## src/rtl/ireg_route_pkg.sv

```systemverilog
package ireg_route_pkg;
  localparam int WORD_W = 6;

  typedef enum logic [2:0] {
    RK_DELIV  = 3'd0,
    RK_THRESH = 3'd1,
    RK_CLAIM  = 3'd2,
    RK_PEND   = 3'd3,
    RK_ENAB   = 3'd4
  } reg_kind_e;

  localparam logic [1:0] PRIV_U = 2'b00;
  localparam logic [1:0] PRIV_S = 2'b01;
  localparam logic [1:0] PRIV_M = 2'b11;

  localparam logic [7:0] SEL_DELIV  = 8'h70;
  localparam logic [7:0] SEL_THRESH = 8'h72;
  localparam logic [1:0] SEL_PEND_HI = 2'b10;
  localparam logic [1:0] SEL_ENAB_HI = 2'b11;
endpackage

```

## src/rtl/ireg_page_sel.sv

```systemverilog
module ireg_page_sel
  import ireg_route_pkg::*;
#(
  parameter int MMODE     = 0,
  parameter int NUM_PAGES = 4,
  parameter int GUEST_W   = 6,
  parameter int PAGE_W    = 2
) (
  input  logic [1:0]         priv,
  input  logic               virt,
  input  logic [GUEST_W-1:0] guest,
  output logic               ok,
  output logic [PAGE_W-1:0]  page
);
  generate
    if (MMODE != 0) begin : g_mach
      // single page, machine mode only
      always_comb begin
        ok   = (priv == PRIV_M) && !virt;
        page = '0;
      end
    end else begin : g_sup
      logic guest_in_range;
      assign guest_in_range = (guest != '0) && (32'(guest) < 32'(NUM_PAGES));
      always_comb begin
        ok   = 1'b0;
        page = '0;
        if (priv == PRIV_S) begin
          if (virt) begin
            ok   = guest_in_range;
            page = guest_in_range ? PAGE_W'(guest) : '0;
          end else begin
            ok = 1'b1;
          end
        end
      end
    end
  endgenerate
endmodule

```

## src/rtl/ireg_index_dec.sv

```systemverilog
module ireg_index_dec
  import ireg_route_pkg::*;
#(
  parameter int N_IDS = 256,
  parameter int SEL_W = 8
) (
  input  logic              claim,
  input  logic [SEL_W-1:0]  sel,
  input  logic              x64,
  output logic              ok,
  output reg_kind_e         kind,
  output logic [WORD_W-1:0] word
);
  localparam int WORDS32 = N_IDS / 32;
  localparam int WORDS64 = N_IDS / 64;

  logic [WORD_W-1:0] num;
  logic [WORD_W-1:0] widx;
  logic              word_ok;

  assign num  = sel[WORD_W-1:0];
  assign widx = x64 ? {1'b0, num[WORD_W-1:1]} : num;

  always_comb begin
    if (x64) word_ok = !num[0] && (32'(widx) < 32'(WORDS64));
    else     word_ok = 32'(widx) < 32'(WORDS32);
  end

  always_comb begin
    ok   = 1'b0;
    kind = RK_DELIV;
    word = '0;
    if (claim) begin
      ok   = 1'b1;
      kind = RK_CLAIM;
    end else if (sel == SEL_W'(SEL_DELIV)) begin
      ok   = 1'b1;
      kind = RK_DELIV;
    end else if (sel == SEL_W'(SEL_THRESH)) begin
      ok   = 1'b1;
      kind = RK_THRESH;
    end else if (sel[SEL_W-1:WORD_W] == (SEL_W-WORD_W)'(SEL_PEND_HI)) begin
      ok   = word_ok;
      kind = RK_PEND;
      word = widx;
    end else if (sel[SEL_W-1:WORD_W] == (SEL_W-WORD_W)'(SEL_ENAB_HI)) begin
      ok   = word_ok;
      kind = RK_ENAB;
      word = widx;
    end
  end
endmodule

```

## src/rtl/ireg_route.sv

```systemverilog
module ireg_route
  import ireg_route_pkg::*;
#(
  parameter int MMODE     = 0,
  parameter int NUM_PAGES = 4,
  parameter int N_IDS     = 256,
  parameter int GUEST_W   = 6,
  parameter int SEL_W     = 8,
  parameter int XW        = 64,
  parameter int PAGE_W    = (NUM_PAGES > 1) ? $clog2(NUM_PAGES) : 1
) (
  input  logic               clk,
  input  logic               rst,
  input  logic               req_valid,
  input  logic               req_claim,
  input  logic [1:0]         req_priv,
  input  logic               req_virt,
  input  logic [GUEST_W-1:0] req_guest,
  input  logic               req_xlen64,
  input  logic [SEL_W-1:0]   req_sel,
  input  logic [XW-1:0]      req_wdata,
  input  logic [XW-1:0]      req_wmask,
  output logic               fwd_valid,
  output logic [PAGE_W-1:0]  fwd_page,
  output logic [2:0]         fwd_kind,
  output logic [WORD_W-1:0]  fwd_word,
  output logic [XW-1:0]      fwd_wdata,
  output logic [XW-1:0]      fwd_wmask,
  output logic               fwd_we,
  input  logic [XW-1:0]      page_rdata,
  output logic               rsp_valid,
  output logic [XW-1:0]      rsp_rdata,
  output logic               rsp_illegal
);
  localparam int HALF = XW / 2;

  logic              page_ok, idx_ok, legal;
  logic [PAGE_W-1:0] dec_page;
  reg_kind_e         dec_kind;
  logic [WORD_W-1:0] dec_word;
  logic [XW-1:0]     eff_wdata, eff_wmask;
  logic              ill_s1;

  ireg_page_sel #(
    .MMODE(MMODE), .NUM_PAGES(NUM_PAGES), .GUEST_W(GUEST_W), .PAGE_W(PAGE_W)
  ) u_page (
    .priv(req_priv), .virt(req_virt), .guest(req_guest),
    .ok(page_ok), .page(dec_page)
  );

  ireg_index_dec #(.N_IDS(N_IDS), .SEL_W(SEL_W)) u_index (
    .claim(req_claim), .sel(req_sel), .x64(req_xlen64),
    .ok(idx_ok), .kind(dec_kind), .word(dec_word)
  );

  assign legal     = page_ok && idx_ok;
  assign eff_wdata = req_xlen64 ? req_wdata : {{HALF{1'b0}}, req_wdata[HALF-1:0]};
  assign eff_wmask = req_xlen64 ? req_wmask : {{HALF{1'b0}}, req_wmask[HALF-1:0]};

  // command stage
  always_ff @(posedge clk) begin
    if (rst) begin
      fwd_valid <= 1'b0;
      fwd_we    <= 1'b0;
      fwd_page  <= '0;
      fwd_kind  <= '0;
      fwd_word  <= '0;
      fwd_wdata <= '0;
      fwd_wmask <= '0;
      ill_s1    <= 1'b0;
    end else begin
      fwd_valid <= req_valid && legal;
      fwd_we    <= req_valid && legal && (eff_wmask != '0);
      ill_s1    <= req_valid && !legal;
      if (req_valid && legal) begin
        fwd_page  <= dec_page;
        fwd_kind  <= dec_kind;
        fwd_word  <= dec_word;
        fwd_wdata <= eff_wdata;
        fwd_wmask <= eff_wmask;
      end else begin
        fwd_page  <= '0;
        fwd_kind  <= '0;
        fwd_word  <= '0;
        fwd_wdata <= '0;
        fwd_wmask <= '0;
      end
    end
  end

  // response stage
  always_ff @(posedge clk) begin
    if (rst) begin
      rsp_valid   <= 1'b0;
      rsp_rdata   <= '0;
      rsp_illegal <= 1'b0;
    end else begin
      rsp_valid   <= fwd_valid;
      rsp_rdata   <= fwd_valid ? page_rdata : '0;
      rsp_illegal <= ill_s1;
    end
  end
endmodule

```

## config.mk

```make
export PLATFORM = sky130hd
export DESIGN_NAME = ireg_route
export DESIGN_NICKNAME = d
export VERILOG_FILES = /design/src/rtl/ireg_route_pkg.sv /design/src/rtl/ireg_page_sel.sv /design/src/rtl/ireg_index_dec.sv /design/src/rtl/ireg_route.sv
export SDC_FILE = /design/constraint.sdc
export NUM_CORES = 1
export LEC_CHECK = 0
export BUFFER_PORTS_ARGS = -buffer_cell sky130_fd_sc_hd__buf_2
export CORE_AREA = 2 2 162 164
export CTS_BUF_LIST = sky130_fd_sc_hd__clkbuf_8 sky130_fd_sc_hd__clkbuf_16
export DETAILED_ROUTE_END_ITERATION = 8
export DIE_AREA = 0 0 164 166
export HOLD_SLACK_MARGIN = 0.1
export PLACE_DENSITY = 0.57
export SYNTH_ARGS = -nofsm -noshare
export SYNTH_HDL_FRONTEND = slang
export SYNTH_SLANG_ARGS = --single-unit
```

## constraint.sdc

```tcl
create_clock -name clk -period 1.7 [get_ports clk]
set_input_delay 0.085 -clock clk [delete_from_list [all_inputs] [get_ports clk]]
set_output_delay 0.085 -clock clk [all_outputs]
set_load 0.02 [all_outputs]
```

# ---- Word level (Yosys, flattened, before mapping)
# Index checks and enable logic that the tools add are counted.
dict set report totals {
  ff_bits 208
  word_cells 62
  input_bits 214
  output_inout_bits 207
}
dict set report classes {
  mux 17
  n_bitwise 6
  order_cmp 3
  n_reduce_logical 17
  n_eq_ne 5
}
# op count
set ops {}
lappend ops {{$mux W64} 1}
lappend ops {{$reduce_bool A64 Y1} 1}
lappend ops {{$mux W6} 3}
lappend ops {{$eq A8 B7 Y1 const B} 2}
lappend ops {{$lt A6 B3 Y1 const B} 2}
lappend ops {{$reduce_or A5 Y1} 2}
lappend ops {{$mux W1} 8}
lappend ops {{$mux W2} 4}
lappend ops {{$logic_and A1 B1 Y1} 6}
lappend ops {{$lt A6 B4 Y1 const B} 1}
lappend ops {{$not A1 Y1} 6}
lappend ops {{$reduce_bool A6 Y1} 1}
lappend ops {{$reduce_or A6 Y1} 1}
lappend ops {{$eq A2 B2 Y1 const B} 2}
lappend ops {{$reduce_or A2 Y1} 2}
lappend ops {{$reduce_or A4 Y1} 1}
lappend ops {{$mux W3} 1}
lappend ops {{$reduce_or A3 Y1} 1}
lappend ops {{$eq A2 B1 Y1 const B} 1}
lappend ops {{$logic_not A1 Y1} 2}

# ---- Longest topological paths before layout
# Gate-level depths: netlist (run 1).
dict set report depth {
  word_depth 13
  depth_mapped 6
  ltp_nobuf 4
}

# ---- Modules after synthesis
# From an unflattened synthesis (run 1), not the netlist that was laid out.
dict set report unflattened {
  hier_cells 502
  area_unflattened_um2 6007.0
}
# module seq_area_each_um2 instances area_per_inst_um2 cells_each
set modules_own_cells {}
lappend modules_own_cells {ireg_route 4164.0 1 5771.8 469}
lappend modules_own_cells {ireg_index_dec 0.0 1 167.7 26}
lappend modules_own_cells {ireg_page_sel 0.0 1 67.6 7}

# ---- Worst setup path after synthesis (run 1)
# No wires, ideal clock.
dict set report synth_timing {
  path_kind {input to register}
  start {in req_guest[3]}
  end {reg fwd_word[1]}
  required_ps 1627
  t_arrival_ps 1338
  slack_ps 289
  n_path_buf 2
  stages 6
  setup_time_ps 73
  path_cell_list {nor4_1 > a21boi_1 > a2111oi_4 > buf_4 > buf_2 > nor3b_2}
}
dict set report synth_between {
  elab_chain_cells 8
  elab_cells_between_ends 9
  cone_classes {order compare (1); mux (2); bitwise (1); reduce/logical (5)}
}
# element line_no
set synth_lines {}
lappend synth_lines {{from (decl)} ireg_route.sv:18} ;# input logic [GUEST_W-1:0] req_guest,
lappend synth_lines {{$lt A6 B3 Y1 or $reduce_bool A6 Y1 (tied branches)} ireg_page_sel.sv:24} ;# assign guest_in_range = (guest != '0) && (32'(guest) < 32'(NUM_PAGES));
lappend synth_lines {{$logic_and A1 B1 Y1 (*)} ireg_page_sel.sv:24}
lappend synth_lines {{$mux W1 (*)} ireg_page_sel.sv:29} ;# if (virt) begin
lappend synth_lines {{$mux W1 (*)} ireg_page_sel.sv:28} ;# if (priv == PRIV_S) begin
lappend synth_lines {{$logic_and A1 B1 Y1 (*)} ireg_route.sv:56} ;# assign legal = page_ok && idx_ok;
lappend synth_lines {{$logic_and A1 B1 Y1 (*)} ireg_route.sv:75} ;# if (req_valid && legal) begin
lappend synth_lines {{$not A1 Y1 (no source line) (*)} --}
lappend synth_lines {{$reduce_or A5 Y1 (no source line) (*)} --}
lappend synth_lines {{to (signal assigned)} ireg_route.sv:78} ;# fwd_word <= dec_word;
lappend synth_lines {{to (decl)} ireg_route.sv:26} ;# output logic [WORD_W-1:0] fwd_word,
# Every way passes the cells marked *; elsewhere a longest branch is shown, timed or not.
# A chain may end at the register's enable or synchronous reset.

# ---- Worst setup path in the final report (run 1)
dict set report layout_timing {
  start {in req_sel[6]}
  end {reg fwd_wdata[13]}
}
dict set report layout_between {
  elab_chain_cells 10
  elab_cells_between_ends 13
  cone_classes {eq/ne (4); mux (5); bitwise (1); reduce/logical (3)}
}
# element line_no
set layout_lines {}
lappend layout_lines {{from (decl)} ireg_route.sv:20} ;# input logic [SEL_W-1:0] req_sel,
lappend layout_lines {{$eq A2 B2 Y1} ireg_index_dec.sv:46} ;# end else if (sel[SEL_W-1:WORD_W] == (SEL_W-WORD_W)'(SEL_ENAB_HI)) begin
lappend layout_lines {{$mux W1} ireg_index_dec.sv:46}
lappend layout_lines {{$mux W1} ireg_index_dec.sv:42} ;# end else if (sel[SEL_W-1:WORD_W] == (SEL_W-WORD_W)'(SEL_PEND_HI)) begin
lappend layout_lines {{$mux W1} ireg_index_dec.sv:39} ;# end else if (sel == SEL_W'(SEL_THRESH)) begin
lappend layout_lines {{$mux W1 (*)} ireg_index_dec.sv:36} ;# end else if (sel == SEL_W'(SEL_DELIV)) begin
lappend layout_lines {{$mux W1 (*)} ireg_index_dec.sv:33} ;# if (claim) begin
lappend layout_lines {{$logic_and A1 B1 Y1 (*)} ireg_route.sv:56}
lappend layout_lines {{$logic_and A1 B1 Y1 (*)} ireg_route.sv:75}
lappend layout_lines {{$not A1 Y1 (no source line) (*)} --}
lappend layout_lines {{$reduce_or A2 Y1 (no source line) (*)} --}
lappend layout_lines {{to (signal assigned)} ireg_route.sv:79} ;# fwd_wdata <= eff_wdata;
lappend layout_lines {{to (decl)} ireg_route.sv:27} ;# output logic [XW-1:0] fwd_wdata,
# Marks and branches as above.

==> flow_metrics.tcl, run 1 <==
set metrics [dict create \
    clkPwrFrac_pct 45.7 \
    cap_violations 0 \
    pwr_density_cell_nw_per_um2 934 \
    syn-cell-area_sq_um 5910 \
    hold_path.class "primary input to flop" \
    h-tree-depth 1 \
    peakVddDrop_mv 0.818 \
    grt-ovfl-total 0 \
    cpMaxStageDelayCell "dlygate4sd3_1" \
    syn_avg_cell_area_sq_um 12.1 \
    worstPathRequired_ns 2.14 \
    power_leakage_uw 0.00588 \
    area_growth_pct 91.5 \
    clk_pin_slew_ns 0.06 \
    clock-skew-final_ns 0.00845 \
    synthTopCellsByCount "dfxtp_1, and2_1, and3_1, nor4_1, clkbuf_1" \
    status "finished, final reports clean" \
    finalMaxSlewViolations 0 \
    critPathMaxStageDelay_ns 0.52 \
    grt_pass1_vias 6111 \
    rsz0062_at_grt "yes" \
    clkSinkCount 208 \
    gp_congestion 0.784 \
    relSlewSlack_pct 62.8 \
    vias_per_cell 3.95 \
    met2_usage_pct 26.6 \
    grt_pass1_wl_um 31600 \
    cp.arrival_ns 2.05 \
    async_flop_share_pct 0 \
    diodes 0 \
    fp.dieArea_sq_um 27200 \
    nNetsFinal 1344 \
    io_buffers 420 \
    busiest_layer "met2" \
    hold_path_end "fwd_kind[0]$_SDFF_PP0_" \
    ys_ff_latch 208 \
    p_sw_share_pct 20.6 \
    crit_family "buffers and inverters" \
    hp-start "req_sel[2]" \
    ys_warn_count 0 \
    grt_usage_pct 14.7 \
    end_kind "flop" \
    cp_max_fo 28 \
    timing.rr.start "fwd_valid$_SDFF_PP0_" \
    synth.distinct_cells 28 \
    period_minus_slack_ns 1.62 \
    wirelength_um 21300 \
    final-hold-violation-count 0 \
    ant_nets 0 \
    grtUsageMet3_pct 4.95 \
    drt_iter0_drc 268 \
    ys_seq_area_share_pct 70.4 \
    vias 5831 \
    tritoncts "done" \
    fp.dieH_um 166 \
    firstDrtPassIters 4 \
    synth-edff-count 0 \
    worst-path-buf-inv 4 \
    p_sw_uw 2180 \
    numCtsBuffers 22 \
    dpl.hpwl_um 14000 \
    combPwrFrac_pct 7.9 \
    rr_endpoint "rsp_rdata[3]$_SDFF_PP0_" \
    hold-path-cell-count 5 \
    crit_type "primary input to flop" \
    timing.hold.ws_ns 0.166 \
    critical_path.cell_chain "dlygate4sd3_1, buf_2, and4bb_1, a21oi_1, a2111oi_4, buf_4, buf_12, and2_1" \
    setup_viol 0 \
    drive_gt1_share_pct 41.5 \
    cts_max_path_buffers 3 \
    grt_use_met1_pct 15.2 \
    clock_latency_ns 0.50 \
    worst_pin_slew_ns 0.559 \
    core.rowCount 59 \
    ios 421 \
    wl_per_cell_um 14.4 \
    r2r_slack_ns 0.70 \
    worstSetupStartpointType "primary input" \
    synth.area.top_cells "dfxtp_1, and2_1, and3_1" \
    drcViolationCount 0 \
    p_int_uw 8400 \
    yosysTopAreaCell "dfxtp_1" \
    die_w_um 164 \
    max_freq_mhz 618 \
    total_power_uw 10600 \
    start_util_pct 23.1 \
    synth_ff_type "dfxtp_1" \
    n_fill_cell 2307 \
    design.core.area_sq_um 25600 \
    netlist_instances 488 \
    grt_max_degree 69 \
    synth_most_common_cell "dfxtp_1" \
    synth_top_area_share_pct 70.4 \
    power_frac_seq_pct 46.4 \
    cts_root_buf "clkbuf_16" \
    post-route-period-util_pct 95.1 \
    antenna_found_initial 0 \
    rr_worst_depth 3 \
]
flip-flops by register name (all words and copies together), names as in the netlist:
name / cells
ill_s1: 1
rsp_valid: 1
fwd_wmask: 64
rsp_illegal: 1
rsp_rdata: 64
fwd_word: 6
fwd_page: 2
fwd_wdata: 64
fwd_kind: 3
fwd_valid: 1
fwd_we: 1
metrics by stage:
stage	TNS [ns]	utilization (%)	instances	setup WS, ns	area (sq um)
4_1_cts	0	44.2	1477	0.0456	11300
3_3_place_gp	-11.56	33.1	1231	-0.126	8480
2_1_floorplan	0	-	490	0.289	5920
5_1_grt	-0.0424	44.2	1478	-0.0138	11300
6_report	0	44.2	1478	0.0827	11300
3_5_place_dp	-10.30	33.1	1231	-0.129	8480
final cells by class:
cell class / instances / area [sq um] / share of cell area [%]
timing repair buffer: 645 / 4370 / 38.6
tap: 335 / 419 / 3.70
clock buffer: 28 / 644 / 5.69
multi-input combinational: 253 / 1640 / 14.4
sequential: 208 / 4160 / 36.8
clock inverter: 9 / 90.1 / 0.795
cell families (layout without fill, tap and decap cells):
logic type	count (synthesis)	count (layout)	synth area share [%]
AO/OA/AOI/OAI	8	8	1.25
multiplexers	3	3	0.508
AND/OR/NAND/NOR	239	239	25.6
flip-flops	208	208	70.4
buffers and inverters	29	682	2.18
other	1	3	0.0634
power groups by stage:
stage | logic [uW] | registers, uW | clock network (uW)
floorplan | 76.5 | 5050 | 0
global placement | 438 | 5020 | 0
detailed placement | 436 | 5020 | 0
CTS | 817 | 4910 | 4990
global route | 896 | 4910 | 5180
finish | 832 | 4910 | 4840
per-layer routing:
metal | wire length (um) | up-vias
met5 | 0 | -
met4 | 952 | 0
met3 | 1940 | 57
met2 | 10400 | 281
met1 | 8050 | 2620
li1 | - | 2873
cell usage in the layout (no fill, tap or decap), drive strengths merged, types with 2 or more instances in the layout:
master	instances
inv	6
nor3b	5
dfxtp	208
nand4	4
clkbuf	28
nand2	5
conb	3
nor4	17
a21boi	2
nor2b	3
dlygate4sd3	209
and2	130
nand2b	3
nor2	2
buf	436
and3	64
nor3	2
bufinv	2
mux2i	3
worst min-delay path, delay by kind of cell:
kind / cells / cell delay, ns
AO/OA/AOI/OAI: 1 / 0.20
buffers and inverters: 2 / 0.21
AND/OR/NAND/NOR: 2 / 0.12
repair_timing:
action                                 4_1_cts  5_1_grt
resized for setup                            0        2
setup endpoints to repair                    0       93
hold buffers                               209        0
endpoints found under the hold margin      204        0
buffers inserted                             0        1
how the worst max path moves through the flow:
stage,depth (start not counted),end,from
6_report,8,fwd_wdata[13]$_SDFF_PP0_,req_sel[6]
5_1_grt,8,fwd_wdata[13]$_SDFF_PP0_,req_sel[6]
4_1_cts,8,fwd_wmask[54]$_SDFF_PP0_,req_sel[6]
3_5_place_dp,8,fwd_wmask[54]$_SDFF_PP0_,req_guest[3]
3_3_place_gp,8,fwd_wmask[40]$_SDFF_PP0_,req_guest[3]
2_1_floorplan,6,fwd_word[1]$_SDFF_PP0_,req_guest[3]
Note: power is estimated with default switching activity, not from simulation.
==> run 2: changes to the inputs <==
Settings changed: CORE_AREA 2 2 162 164 to 2 2 163 165, DIE_AREA 0 0 164 166 to 0 0 165 167, PLACE_DENSITY 0.57 to 0.56, SYNTH_HIERARCHICAL set to 1.
==> run 2 against run 1 <==
  * Synthesized cell count up 2.9%
  * Wire length rose by 4.3%
  * Design area increased by 2.8%
  * Clock power is 9.3% higher
  * Critical endpoint is now fwd_wdata[63]$_SDFF_PP0_
==> flow_metrics.tcl, run 2 <==
set metrics [dict create \
    worst_pin_slew_ns 0.675 \
    dpl.hpwl_um 15000 \
    synth.distinct_cells 30 \
    finalMaxSlewViolations 0 \
    drt_iter0_drc 158 \
    synth_compound_area_share_pct 0.708 \
    ys_ff_latch 208 \
    ys_seq_area_share_pct 69.3 \
    critical_path.cell_chain "dlygate4sd3_1, buf_2, and4bb_2, nand3_1, nand2_1, nand2_1, nor2_4, buf_12, buf_12, and3_1" \
    wl_per_cell_um 14.8 \
    grt-ovfl-total 0 \
    netlist_instances 502 \
    design.core.area_sq_um 25800 \
    mostFrequentLayoutCell "buf_2" \
    synthMuxAreaShare_pct 0.833 \
    io_buffers 420 \
    antenna_found_initial 0 \
    setup_ws_ns 0.121 \
    fp.dieH_um 167 \
    synth_xor_area_share_pct 0 \
    post-route-period-util_pct 92.9 \
    firstDrtPassIters 6 \
    cp.arrival_ns 2.03 \
    vias 5970 \
    final-hold-violation-count 0 \
    synth-adder-area-share_pct 0 \
    pwr_density_cell_nw_per_um2 948 \
    synthesis.nets 716 \
    wirelength_um 22300 \
    combPwrFrac_pct 7.6 \
    start_util_pct 23.3 \
    synth_ff_type "dfxtp_1" \
    setup_viol 0 \
    p_sw_uw 2290 \
    gp_congestion 0.802 \
    h-tree-depth 1 \
    clock_latency_ns 0.50 \
    drive_gt1_share_pct 41.2 \
    critPathMaxStageDelay_ns 0.53 \
    grt_pass1_wl_um 32500 \
    clock-skew-final_ns 0.00358 \
    p_sw_share_pct 20.7 \
    worstPathRequired_ns 2.15 \
    dp_slack_ns 0.130 \
    tritoncts "done" \
    clkPwrFrac_pct 48.0 \
    core.rowCount 59 \
    power_leakage_uw 0.00609 \
    diodes 0 \
    ys_warn_count 6 \
    die_w_um 165 \
    grt_pass1_vias 6289 \
    status "finished, final reports clean" \
    cp_max_fo 31 \
    vias_per_cell 3.96 \
    max_freq_mhz 633 \
    drcViolationCount 0 \
    cts_root_buf "clkbuf_16" \
    cpMaxStageDelayCell "dlygate4sd3_1" \
    ios 421 \
    syn_avg_cell_area_sq_um 12.0 \
    cts_max_path_buffers 3 \
    end_kind "flop" \
    synth_top_area_share_pct 69.3 \
    nNetsFinal 1368 \
    cap_violations 0 \
    synth_most_common_cell "dfxtp_1" \
    synth-edff-count 0 \
    synth_top_family_by_area "simple AND/OR/NAND/NOR gates" \
    grt_usage_pct 15.0 \
    final_cell_mix "buf_2, dlygate4sd3_1, dfxtp_1, and2_1, and3_1" \
    hold_path.class "primary input to flop" \
    relSlewSlack_pct 55.0 \
    async_flop_share_pct 0 \
    period_minus_slack_ns 1.58 \
    synth.area.top_cells "dfxtp_1, and2_1, and3_1" \
    tns_ns 0 \
    fp.dieArea_sq_um 27600 \
    grt_max_degree 72 \
    synthTopCellsByCount "dfxtp_1, and2_1, and3_1, nor4_1, clkbuf_1" \
    power_frac_seq_pct 44.5 \
    peakVddDrop_mv 0.831 \
    clkSinkCount 208 \
    numCtsBuffers 24 \
    area_growth_pct 93.7 \
    synthSimpleGateAreaFrac_pct 26.5 \
    syn-cell-area_sq_um 6010 \
    total_power_uw 11000 \
    reg_top3 "fwd_wdata x64, fwd_wmask x64, rsp_rdata x64" \
    yosysTopAreaCell "dfxtp_1" \
    worstSetupStartpointType "primary input" \
    clk_pin_slew_ns 0.05 \
    crit_type "primary input to flop" \
    ant_nets 0 \
    p_int_uw 8750 \
    rsz0062_at_grt "no" \
]
[run 2: cell count changes after synthesis, moves of 4 or more]
| cell | change |
|---|---|
| nor2_1 | +6 |
| clkbuf_2 | +8 |
| buf_2 | -5 |
| and2_1 | +9 |
| nor3b_2 | -4 |
| clkbuf_1 | -5 |
[run 2: what timing repair did]
item,4_1_cts,5_1_grt
endpoints found under the setup margin,0,119
hold buffers,221,0
endpoints found under the hold margin,207,0
buffers inserted,0,2
gates resized for setup,0,2
[run 2: metal layers]
layer  global-route usage [%]  vias to the layer above  wire, um
li1                         -                     2933         -
met1                     16.2                     2743      8550
met3                     3.44                       42      1610
met4                     5.44                        0       602
met2                     28.2                      252     11500
met5                        0                        -         0
[run 2: critical path, delay by kind of cell]
family / cells / cell delay, ns
simple gates: 6 / 0.92
buf+inv: 4 / 1.01
[run 2: final timing paths]
path / slack [ns] / endpoint / from / depth (start not counted)
setup / recovery: 0.12 / fwd_wdata[63]$_SDFF_PP0_ / req_sel[3] / 10
hold / removal: 0.28 / fwd_wdata[59]$_SDFF_PP0_ / req_xlen64 / 3
setup reg to reg: 0.42 / rsp_rdata[60]$_SDFF_PP0_ / fwd_valid$_SDFF_PP0_ / 3
hold reg to reg: 0.44 / rsp_illegal$_SDFF_PP0_ / ill_s1$_SDFF_PP0_ / 1
[run 2: area by class of cell]
cell class / count / area [sq um]
fill: 2378 / 14100
timing repair buffer: 656 / 4520
sequential: 208 / 4160
multi-input combinational: 262 / 1700
clock buffer: 29 / 681
tap: 335 / 419
clock inverter: 15 / 153
inverter: 2 / 7.51
[run 2: cell families after synthesis]
group	Yosys count
multiplexers	5
AO/OA/AOI/OAI	6
AND/OR/NAND/NOR	251
buffers and inverters	32
flip-flops	208
[run 2: stage by stage]
| stage | instances | instance area, sq um | hold WS [ns] | utilization, % |
|---|---|---|---|---|
| 6_report | 1507 | 11600 | 0.278 | 45.2 |
| 5_1_grt | 1507 | 11600 | 0.305 | 45.2 |
| 4_1_cts | 1503 | 11600 | 0.279 | 44.9 |
| 3_5_place_dp | 1238 | 8520 | 0.286 | 33.1 |
| 3_3_place_gp | 1238 | 8520 | 0.283 | 33.1 |
| 2_1_floorplan | 502 | 6010 | 0.157 | - |
[run 2: power by group through the flow]
| stage | Clock, uW | Sequential, uW | Combinational [uW] |
|---|---|---|---|
| after floorplan | 0 | 5040 | 84.2 |
| after global placement | 0 | 5010 | 433 |
| after detailed placement | 0 | 5010 | 433 |
| after CTS | 5460 | 4900 | 827 |
| after global routing | 5660 | 4900 | 905 |
| final | 5290 | 4900 | 836 |
